File: src/rtl/scl_gen_pkg.sv
package scl_gen_pkg;

    typedef enum logic [1:0] {
        ST_IDLE = 2'd0,
        ST_HIGH = 2'd1,
        ST_LOW  = 2'd2
    } scl_state_t;

    localparam int CFG_W = 16;
    localparam logic [CFG_W-1:0] HOLD_STD  = 16'h8001;
    localparam logic [CFG_W-1:0] HOLD_FAST = 16'h1800;
    localparam logic [1:0]       HS_KEY    = 2'b11;

endpackage

File: src/rtl/scl_timing_shadow.sv
module scl_timing_shadow
    import scl_gen_pkg::*;
#(
    parameter int REG_W      = 16,
    parameter int SAMP_W     = 3,
    parameter int STEP_W     = 6,
    parameter int HS_STEP_W  = 3,
    parameter int N_SAMP_LSB = 8,
    parameter int N_STEP_LSB = 0,
    parameter int H_SAMP_LSB = 12,
    parameter int H_STEP_LSB = 8
) (
    input  logic              clk,
    input  logic              rst_n,
    input  logic              capture,
    input  logic              hs_phase,
    input  logic              rate_std_in,
    input  logic [REG_W-1:0]  norm_in,
    input  logic [REG_W-1:0]  hs_in,
    output logic [SAMP_W-1:0] samp_m1,
    output logic [STEP_W-1:0] step_m1,
    output logic              hs_armed,
    output logic [CFG_W-1:0]  start_cfg
);

    localparam logic [REG_W-1:0] NORM_MASK =
        REG_W'(((1 << SAMP_W) - 1) << N_SAMP_LSB) |
        REG_W'(((1 << STEP_W) - 1) << N_STEP_LSB);
    localparam logic [REG_W-1:0] HS_MASK =
        REG_W'(((1 << SAMP_W) - 1) << H_SAMP_LSB) |
        REG_W'(((1 << HS_STEP_W) - 1) << H_STEP_LSB) | REG_W'(3);

    // captured copies
    logic [SAMP_W-1:0]    n_samp_q, h_samp_q;
    logic [STEP_W-1:0]    n_step_q;
    logic [HS_STEP_W-1:0] h_step_q;
    logic                 h_arm_q, std_q;

    // decoded live inputs
    logic [SAMP_W-1:0]    in_n_samp, in_h_samp;
    logic [STEP_W-1:0]    in_n_step;
    logic [HS_STEP_W-1:0] in_h_step;
    logic                 in_h_arm;

    // effective view used for the next counter load
    logic [SAMP_W-1:0]    eff_n_samp, eff_h_samp;
    logic [STEP_W-1:0]    eff_n_step, eff_h_step_ext;
    logic [HS_STEP_W-1:0] eff_h_step;
    logic                 eff_h_arm;

    logic unused_bits;
    assign unused_bits = ^{norm_in & ~NORM_MASK, hs_in & ~HS_MASK};

    always_comb begin
        in_n_samp = norm_in[N_SAMP_LSB +: SAMP_W];
        in_n_step = norm_in[N_STEP_LSB +: STEP_W];
        in_h_samp = hs_in[H_SAMP_LSB +: SAMP_W];
        in_h_step = hs_in[H_STEP_LSB +: HS_STEP_W];
        in_h_arm  = (hs_in[1:0] == HS_KEY);
    end

    always_ff @(posedge clk) begin
        if (!rst_n) begin
            n_samp_q <= '0;
            n_step_q <= '0;
            h_samp_q <= '0;
            h_step_q <= '0;
            h_arm_q  <= 1'b0;
            std_q    <= 1'b0;
        end else if (capture) begin
            n_samp_q <= in_n_samp;
            n_step_q <= in_n_step;
            h_samp_q <= in_h_samp;
            h_step_q <= in_h_step;
            h_arm_q  <= in_h_arm;
            std_q    <= rate_std_in;
        end
    end

    always_comb begin
        eff_n_samp = capture ? in_n_samp : n_samp_q;
        eff_n_step = capture ? in_n_step : n_step_q;
        eff_h_samp = capture ? in_h_samp : h_samp_q;
        eff_h_step = capture ? in_h_step : h_step_q;
        eff_h_arm  = capture ? in_h_arm  : h_arm_q;
    end

    generate
        if (STEP_W > HS_STEP_W) begin : g_hs_pad
            assign eff_h_step_ext = {{(STEP_W-HS_STEP_W){1'b0}}, eff_h_step};
        end else begin : g_hs_trim
            assign eff_h_step_ext = eff_h_step[STEP_W-1:0];
        end
    endgenerate

    always_comb begin
        if (eff_h_arm && hs_phase) begin
            samp_m1 = eff_h_samp;
            step_m1 = eff_h_step_ext;
        end else begin
            samp_m1 = eff_n_samp;
            step_m1 = eff_n_step;
        end
    end

    assign hs_armed  = h_arm_q;
    assign start_cfg = std_q ? HOLD_STD : HOLD_FAST;

    AST_SHADOW_FROZEN: assert property (@(posedge clk) disable iff (!rst_n)
        !$past(capture) |-> ($stable(n_samp_q) && $stable(n_step_q) && $stable(h_samp_q)
                             && $stable(h_step_q) && $stable(h_arm_q) && $stable(std_q)));

    AST_HOLD_WORD_LEGAL: assert property (@(posedge clk) disable iff (!rst_n)
        (start_cfg == HOLD_STD) || (start_cfg == HOLD_FAST));

endmodule

File: src/rtl/scl_half_counter.sv
module scl_half_counter #(
    parameter int SAMP_W = 3,
    parameter int STEP_W = 6
) (
    input  logic              clk,
    input  logic              rst_n,
    input  logic              load,
    input  logic              tick,
    input  logic [SAMP_W-1:0] samp_m1,
    input  logic [STEP_W-1:0] step_m1,
    output logic              expire
);

    logic [SAMP_W-1:0] samp_q;
    logic [STEP_W-1:0] step_q;
    logic [STEP_W-1:0] step_rel_q;

    always_ff @(posedge clk) begin
        if (!rst_n) begin
            samp_q     <= '0;
            step_q     <= '0;
            step_rel_q <= '0;
        end else if (load) begin
            samp_q     <= samp_m1;
            step_q     <= step_m1;
            step_rel_q <= step_m1;
        end else if (tick) begin
            if (step_q == '0) begin
                step_q <= step_rel_q;
                if (samp_q != '0) begin
                    samp_q <= samp_q - 1'b1;
                end
            end else begin
                step_q <= step_q - 1'b1;
            end
        end
    end

    assign expire = tick && (samp_q == '0) && (step_q == '0);

    AST_STEP_IN_RANGE: assert property (@(posedge clk) disable iff (!rst_n)
        step_q <= step_rel_q);

endmodule

File: src/rtl/i2c_scl_timegen.sv
module i2c_scl_timegen
    import scl_gen_pkg::*;
#(
    parameter int REG_W     = 16,
    parameter int SAMP_W    = 3,
    parameter int STEP_W    = 6,
    parameter int HS_STEP_W = 3
) (
    input  logic             clk,
    input  logic             rst_n,
    input  logic             src_tick,
    input  logic             run,
    input  logic             hs_phase,
    input  logic             rate_std,
    input  logic [REG_W-1:0] norm_timing,
    input  logic [REG_W-1:0] hs_timing,
    output logic             scl_o,
    output logic             rise_stb,
    output logic             fall_stb,
    output logic             busy,
    output logic             hs_armed,
    output logic [CFG_W-1:0] start_cfg
);

    scl_state_t state_q, state_d;
    logic              load;
    logic              expire;
    logic [SAMP_W-1:0] samp_m1;
    logic [STEP_W-1:0] step_m1;
    logic              scl_q, rise_q, fall_q;

    scl_timing_shadow #(
        .REG_W     (REG_W),
        .SAMP_W    (SAMP_W),
        .STEP_W    (STEP_W),
        .HS_STEP_W (HS_STEP_W)
    ) u_shadow (
        .clk         (clk),
        .rst_n       (rst_n),
        .capture     (state_q == ST_IDLE),
        .hs_phase    (hs_phase),
        .rate_std_in (rate_std),
        .norm_in     (norm_timing),
        .hs_in       (hs_timing),
        .samp_m1     (samp_m1),
        .step_m1     (step_m1),
        .hs_armed    (hs_armed),
        .start_cfg   (start_cfg)
    );

    scl_half_counter #(
        .SAMP_W (SAMP_W),
        .STEP_W (STEP_W)
    ) u_count (
        .clk     (clk),
        .rst_n   (rst_n),
        .load    (load),
        .tick    (src_tick),
        .samp_m1 (samp_m1),
        .step_m1 (step_m1),
        .expire  (expire)
    );

    // next state and counter reload
    always_comb begin
        state_d = state_q;
        load    = 1'b0;
        unique case (state_q)
            ST_IDLE: begin
                if (run) begin
                    state_d = ST_HIGH;
                    load    = 1'b1;
                end
            end
            ST_HIGH: begin
                if (expire) begin
                    if (run) begin
                        state_d = ST_LOW;
                        load    = 1'b1;
                    end else begin
                        state_d = ST_IDLE;
                    end
                end
            end
            ST_LOW: begin
                if (expire) begin
                    if (run) begin
                        state_d = ST_HIGH;
                        load    = 1'b1;
                    end else begin
                        state_d = ST_IDLE;
                    end
                end
            end
            default: state_d = ST_IDLE;
        endcase
    end

    // state register
    always_ff @(posedge clk) begin
        if (!rst_n) begin
            state_q <= ST_IDLE;
        end else begin
            state_q <= state_d;
        end
    end

    // registered outputs
    always_ff @(posedge clk) begin
        if (!rst_n) begin
            scl_q  <= 1'b1;
            rise_q <= 1'b0;
            fall_q <= 1'b0;
        end else begin
            scl_q  <= (state_d != ST_LOW);
            rise_q <= (state_q == ST_LOW) && expire;
            fall_q <= (state_q == ST_HIGH) && expire && run;
        end
    end

    assign scl_o    = scl_q;
    assign rise_stb = rise_q;
    assign fall_stb = fall_q;
    assign busy     = (state_q != ST_IDLE);

    AST_STROBE_EXCL: assert property (@(posedge clk) disable iff (!rst_n)
        !(rise_stb && fall_stb));

    AST_FALL_GOES_LOW: assert property (@(posedge clk) disable iff (!rst_n)
        fall_stb |-> !scl_o);

    AST_RISE_GOES_HIGH: assert property (@(posedge clk) disable iff (!rst_n)
        rise_stb |-> scl_o);

    AST_EDGE_STROBED: assert property (@(posedge clk) disable iff (!rst_n)
        (scl_o != $past(scl_o)) |-> (rise_stb || fall_stb));

    AST_IDLE_RELEASED: assert property (@(posedge clk) disable iff (!rst_n)
        !busy |-> scl_o);

endmodule

File: config.mk
export PLATFORM = sky130hd
export DESIGN_NAME = i2c_scl_timegen
export DESIGN_NICKNAME = d
export VERILOG_FILES = /design/src/rtl/scl_gen_pkg.sv /design/src/rtl/scl_timing_shadow.sv /design/src/rtl/scl_half_counter.sv /design/src/rtl/i2c_scl_timegen.sv
export SDC_FILE = /design/constraint.sdc
export NUM_CORES = 1
export LEC_CHECK = 0
export BUFFER_PORTS_ARGS = -buffer_cell sky130_fd_sc_hd__buf_2
export CAP_MARGIN = 40
export CORE_AREA = 4 4 58 100
export CTS_CLUSTER_DIAMETER = 150
export DETAILED_ROUTE_END_ITERATION = 7
export DIE_AREA = 0 0 62 104
export PLACE_DENSITY = 0.77
export SLEW_MARGIN = 20
export SYNTH_ARGS = -nofsm -noshare
export SYNTH_HDL_FRONTEND = slang
export SYNTH_SLANG_ARGS = --single-unit
export TNS_END_PERCENT = 20
File: constraint.sdc
create_clock -name clk -period 2.8 [get_ports clk]
set_input_delay 0.14 -clock clk [delete_from_list [all_inputs] [get_ports clk]]
set_output_delay 0.14 -clock clk [all_outputs]
set_load 0.1 [all_outputs]
# Yosys cells after proc, flatten, opt, wreduce, memory -nomap -nowiden
# Index checks and enable logic that the tools add are counted.
dict set report word_totals {
  reg_bits 37
  latchBits 0
  ramBits 0
  romBits 0
  inputBits 38
  output_inout_bits 21
  elab_cells 59
  memories 0
}
dict set report op_classes {
  addsub 2
  mul 0
  n_div 0
  order_cmp 0
  n_eq_ne 4
  n_shift 0
  mux 24
  n_bitwise 0
  reduce_logical 16
}
# op n
set ops {}
lappend ops {{6-bit 2-to-1 mux} 5}
lappend ops {{3-bit 2-to-1 mux} 8}
lappend ops {{16-bit 2-to-1 mux} 1}
lappend ops {{2-bit 2-to-1 mux} 4}
lappend ops {{2-bit nonzero test} 4}
lappend ops {{1-bit logical AND} 6}
lappend ops {{6-bit logical NOT} 1}
lappend ops {{2-bit one-hot mux with 3 select lines} 1}
lappend ops {{6-bit by 1-bit subtractor with 6-bit output, second input constant} 1}
lappend ops {{2-bit == test, second input constant} 2}
lappend ops {{1-bit 2-to-1 mux} 4}
lappend ops {{3-bit logical NOT} 1}
lappend ops {{3-bit AND reduction} 1}
lappend ops {{3-bit nonzero test} 1}
lappend ops {{3-bit by 1-bit subtractor with 3-bit output, second input constant} 1}
lappend ops {{2-bit by 1-bit == test with 1-bit output, second input constant} 1}
lappend ops {{2-bit logical NOT} 1}
lappend ops {{2-bit != test, second input constant} 1}
lappend ops {{1-bit one-hot mux with 2 select lines} 1}
lappend ops {{2-bit OR reduction} 1}

# Depth between registers and ports, before layout
dict set report logic_depth {
  word_depth 7
  ltp_mapped 7
  ltp_nobuf 6
}

# Modules after synthesis
# Synthesis repeated with hierarchy kept, for this count alone.
dict set report unflattened {
  hier_cells 234
  hier_area_um2 2112.0
}
# module instances cells_each area_per_inst_um2 seq_area_each_um2
set by_module_without_submodules {}
lappend by_module_without_submodules {scl_timing_shadow 1 111 978.4 340.3}
lappend by_module_without_submodules {scl_half_counter 1 96 858.3 300.3}
lappend by_module_without_submodules {i2c_scl_timegen 1 27 275.3 100.1}

# Least setup slack after synthesis
# No wires, ideal clock.
dict set report synth_path {
  path_kind {register to register}
  startpoint {register state_q[0]}
  endpoint {register scl_q, in the netlist scl_o}
  setup_ns 0.114
  t_arrival_ns 2.052
  t_required_ns 2.686
  setup_slack_ns 0.634
  stages_incl_launch_ff 7
  n_path_buf 0
  period_less_slack_ns 2.166
  cell_sequence {dfxtp_1 inv_1 ha_1 inv_1 nor2_1 or4_1 a21o_1}
}
dict set report synth_via {
  elab_chain_len 3
  word_cells_on_any_way 8
  classes_between {3 x eq/ne; 4 x mux; 1 x reduce/logical}
}
# item line_no
set synth_rtl {}
lappend synth_rtl {{start: declaration} i2c_scl_timegen.sv:25} ;# scl_state_t state_q, state_d;
lappend synth_rtl {{start signal: assignment} i2c_scl_timegen.sv:104} ;# state_q <= state_d;
lappend synth_rtl {{2-bit == test, or another cell as far along} i2c_scl_timegen.sv:68} ;# unique case (state_q)
lappend synth_rtl {{2-bit one-hot mux with 3 select lines (*)} i2c_scl_timegen.sv:68}
lappend synth_rtl {{2-bit != test (*)} i2c_scl_timegen.sv:115} ;# scl_q <= (state_d != ST_LOW);
lappend synth_rtl {{end signal: assignment} i2c_scl_timegen.sv:115}
lappend synth_rtl {{end: declaration} i2c_scl_timegen.sv:30} ;# logic scl_q, rise_q, fall_q;
# Every way passes the cells marked *; elsewhere a longest branch is shown, timed or not.
# A chain may end at the register's enable or synchronous reset.

# Worst setup path in the final report
dict set report layout_path {
  startpoint {register u_count.step_q[0]}
  endpoint {register u_count.step_q[1]}
}
dict set report layout_via {
  elab_chain_len 5
  word_cells_on_any_way 9
  classes_between {1 x add/sub; 5 x mux; 3 x reduce/logical}
}
# item line_no
set layout_rtl {}
lappend layout_rtl {{start: declaration} scl_half_counter.sv:15} ;# logic [STEP_W-1:0] step_q;
lappend layout_rtl {{start signal: assignment} scl_half_counter.sv:25} ;# step_q <= step_m1;
lappend layout_rtl {{start signal: assignment} scl_half_counter.sv:29} ;# step_q <= step_rel_q;
lappend layout_rtl {{start signal: assignment} scl_half_counter.sv:34} ;# step_q <= step_q - 1'b1;
lappend layout_rtl {{parallel branches: the longest is 5 deep, another holds 6-bit by 1-bit subtractor with 6-bit output} --}
# Several ways; the timed one is not identified. The select of a mux whose other input is x is not followed.

==> metrics.log <==
INFO  metric grt_max_degree = 31
INFO  metric post_route_cells_drive_above_1_share = 18.91%
INFO  metric synth_ff_type = sky130_fd_sc_hd__dfxtp_1
INFO  metric hp-start = rate_std
INFO  metric die_width = between 60 and 70 um
INFO  metric tritoncts.num_buffers = 5
INFO  metric syn-instance-count = about 250
INFO  metric cts_resized = 0
INFO  metric placed_cell_area = approximately 2300 sq um
INFO  metric dp.final_hpwl = about 3500 um
INFO  metric via_count = approximately 1900
INFO  metric worst-slew-pin-transition = 0.6340 ns
INFO  metric number_of_nets_still_failing_antenna_checks_after_routing = 0
INFO  metric route.detailed.drc = 0
INFO  metric synth_largest_type_area_fraction = between 30% and 40%
INFO  metric portBuffers = 31
INFO  metric maxSlewHeadroom = a little under three fifths
INFO  metric worst_hold_slack = 0.08598 ns
INFO  metric multi_input_area = between 1000 and 1500 sq um
INFO  metric synth.distinct_cells = between 50 and 60
INFO  metric setup_violations = 0
INFO  metric tns = 0 ns
INFO  metric commonest_non_fill_non_tap_cell_in_the_layout = sky130_fd_sc_hd__dfxtp_1
INFO  metric number_of_global_route_vias_before_repair = around 1900
INFO  metric area.sequential = between 700 and 800 sq um
INFO  metric clk_pin_slew = about 0.08 ns
INFO  metric finalWorstPathRequiredPeriod = 2.289 ns
INFO  metric global_route.usage.total = between 10% and 20%
INFO  metric drt_pre_antenna_iters = 4
INFO  metric seq_cells_post_synth = 37
INFO  metric yosysSeqAreaShare = around a third
INFO  metric synth_largest_area_cell = sky130_fd_sc_hd__dfxtp_1
INFO  metric grt_setup_unrepaired = false
INFO  metric drt-wirelength-per-cell = ~14 um
INFO  metric synth-warning-count = 0
INFO  metric critical_path.startpoint_type = flip-flop
INFO  metric num_rows = 34
INFO  metric crit_path_cell_chain = inv_1, ha_1, or4b_1, buf_4, o31ai_2, o21ai_0, o311a_1
INFO  metric worstPathRequired = 2.98 ns
INFO  metric hold_wc_path_type = primary input to flip-flop
INFO  metric cts_hold_repair.buffers = 0
INFO  metric clock-skew-final = between 0.006 and 0.007 ns
INFO  metric io_pins = roughly 60
INFO  metric detailed_router_s_first_iteration_violation_count = 28
INFO  metric tritoncts = built
INFO  metric design.final.nets = 320
INFO  metric leakagePower = around 0.0011 uW
INFO  metric drv_slew = 0
INFO  metric die_height = ~100 um
INFO  metric worst_skew_pair.late_latency = between 0.2 and 0.3 ns
INFO  metric synth_enable_flop_cells = 0
INFO  metric clkSinkCount = 37
INFO  metric outcome = complete, no violations
INFO  metric fmax = approximately 0.44 GHz
INFO  metric critical_path.endpoint_type = flip-flop
INFO  metric synthesis_to_finish_area_growth = 10.68%
INFO  metric finalCritPeriodShare = between 80% and 90%
INFO  metric globalplace.congestion = a little under 0.9
INFO  metric floorplan.die_area = around 6400 sq um
INFO  metric post-route-cell-area = between 2000 and 2500 sq um
INFO  metric global_route_wire_length_before_repair = 8224 um
INFO  metric syn_area_per_cell = 8.748 sq um
INFO  metric globalRoute.totalOverflow = 0
INFO  metric critical_path.slowest_cell = sky130_fd_sc_hd__or4b_1
INFO  metric vdd_drop_max = 0.0005259 V
INFO  metric worstSetupPathType = flip-flop to flip-flop
INFO  metric rr_startpoint = u_count.step_q[0]
INFO  metric critPathMaxFanout = 10
INFO  metric synth.cell_area = ~2200 sq um
INFO  metric cts_setup_buffers = 0
INFO  metric initial_antenna_violation_count = 0
INFO  metric max_stage_delay_on_crit_path = 0.48 ns
INFO  metric filler_cell_count = between 400 and 500
INFO  metric r2r_slack = just over 0.5 ns
INFO  metric detail_route.vias_per_cell = roughly 5.6
INFO  metric power_density_over_the_cells = 661.8 nW/um^2
INFO  metric startpoint = u_count.step_q[0]
INFO  metric worst-endpoint-arrival = between 2 and 2.5 ns
INFO  metric cts_max_path_buffers = 2
INFO  metric start_util = 43.77%
INFO  metric synth_top_cells_by_area = sky130_fd_sc_hd__dfxtp_1, sky130_fd_sc_hd__mux2i_1, sky130_fd_sc_hd__buf_4
INFO  metric final_hold_viol_count = 0
INFO  metric core = approximately 5000 sq um
INFO  metric diodes = 0
INFO  metric cts_root_buf = sky130_fd_sc_hd__clkbuf_8
INFO  metric maximum_capacitance_violations = 0
INFO  metric most-common-layout-cells = sky130_fd_sc_hd__dfxtp_1, sky130_fd_sc_hd__buf_2, sky130_fd_sc_hd__nor2_1, sky130_fd_sc_hd__mux2i_1, sky130_fd_sc_hd__conb_1
INFO  metric wl = 4646 um
INFO  metric ys_async_rst_share = 0%
INFO  metric cts-htree-levels = 2
[critical path, delay by kind of cell (launching register included)]
family / cells / cell delay, ns
buffers and inverters: 2 / 0.31
AND/OR/NAND/NOR: 1 / 0.48
flip-flops: 1 / 0.35
AO/OA/AOI/OAI: 3 / 0.80
adder cells (fa/ha/maj): 1 / 0.24
[worst paths after layout]
| path | end | cells after the start |
|---|---|---|
| setup / recovery | u_count.step_q[1] | 7 |
| hold / removal | u_shadow.std_q | 3 |
| setup reg to reg | u_count.step_q[1] | 7 |
| hold reg to reg | u_count.step_rel_q[1] | 2 |
[logic make-up after synthesis]
logic type	share of synthesized area [%]
flops	34.00
mux	10.28
buf+inv	10.34
fa+ha+maj	4.595
xor+xnor	0.8043
compound gates	19.53
other cells	0.1721
simple gates	20.28
[where the power goes]
| group | internal [uW] | switching, uW | leakage (uW) |
|---|---|---|---|
| sequential | 576 | 47.5 | 0.000305 |
| clock | 268 | 200 | 0.0000554 |
| combinational | 175 | 329 | 0.000730 |
| total | 1020 | 577 | 0.00109 |
[synthesized netlist by cell type (2+ instances only)]
library cell / number
sky130_fd_sc_hd__dfxtp_1: 37
sky130_fd_sc_hd__nor2_1: 21
sky130_fd_sc_hd__mux2i_1: 19
sky130_fd_sc_hd__buf_4: 15
sky130_fd_sc_hd__a21oi_1: 10
sky130_fd_sc_hd__inv_1: 10
sky130_fd_sc_hd__nand2_1: 10
sky130_fd_sc_hd__and3_1: 9
sky130_fd_sc_hd__ha_1: 8
sky130_fd_sc_hd__o21ai_0: 8
sky130_fd_sc_hd__a211oi_1: 7
sky130_fd_sc_hd__clkbuf_1: 7
sky130_fd_sc_hd__nand3_1: 7
sky130_fd_sc_hd__o21a_1: 6
sky130_fd_sc_hd__and2_1: 4
sky130_fd_sc_hd__nand3b_1: 4
sky130_fd_sc_hd__nor2b_1: 4
sky130_fd_sc_hd__nor3_1: 4
sky130_fd_sc_hd__buf_2: 3
sky130_fd_sc_hd__mux2_2: 3
sky130_fd_sc_hd__nand2b_1: 3
sky130_fd_sc_hd__nand4_1: 3
sky130_fd_sc_hd__o311a_1: 3
sky130_fd_sc_hd__a311oi_1: 2
sky130_fd_sc_hd__a31oi_1: 2
sky130_fd_sc_hd__buf_1: 2
sky130_fd_sc_hd__buf_6: 2
sky130_fd_sc_hd__nor4_1: 2
sky130_fd_sc_hd__o21ai_1: 2
sky130_fd_sc_hd__o31ai_1: 2
sky130_fd_sc_hd__or3_1: 2
[routing by layer]
metal / GRT usage, % / part of all wire, %
met2: 27.67 / 53
met4: 7.284 / 3.1
met1: 17.72 / 39
met5: 0 / 0
met3: 3.354 / 4.8
[sequential cells by signal, summed over array words and instances (netlist names)]
signal	count
u_shadow.n_samp_q	3
u_count.samp_q	3
u_shadow.n_step_q	6
u_count.step_rel_q	6
u_shadow.hs_armed	1
rise_stb	1
state_q	2
u_shadow.h_step_q	3
u_count.step_q	6
fall_stb	1
scl_o	1
u_shadow.h_samp_q	3
u_shadow.std_q	1
[final cells by class]
| type | instances | area share [%] |
|---|---|---|
| Clock buffer | 6 | 3.010 |
| Tap cell | 54 | 2.802 |
| Timing Repair Buffer | 36 | 8.147 |
| Multi-Input combinational cell | 183 | 52.00 |
| Clock inverter | 2 | 1.609 |
| Sequential cell | 37 | 30.72 |
| Inverter | 11 | 1.713 |
[through the flow]
step	instances	setup slack [ns]	util, %	power (uW)
3_5_place_dp	320	0.4326	45.98	1133
2_1_floorplan	260	0.6343	-	1058
4_1_cts	328	0.3730	48.22	1599
6_report	329	0.5110	48.44	1596
3_3_place_gp	320	0.4593	45.98	1121
5_1_grt	329	0.3461	48.44	1680
Note: power is estimated with default switching activity, not from simulation.
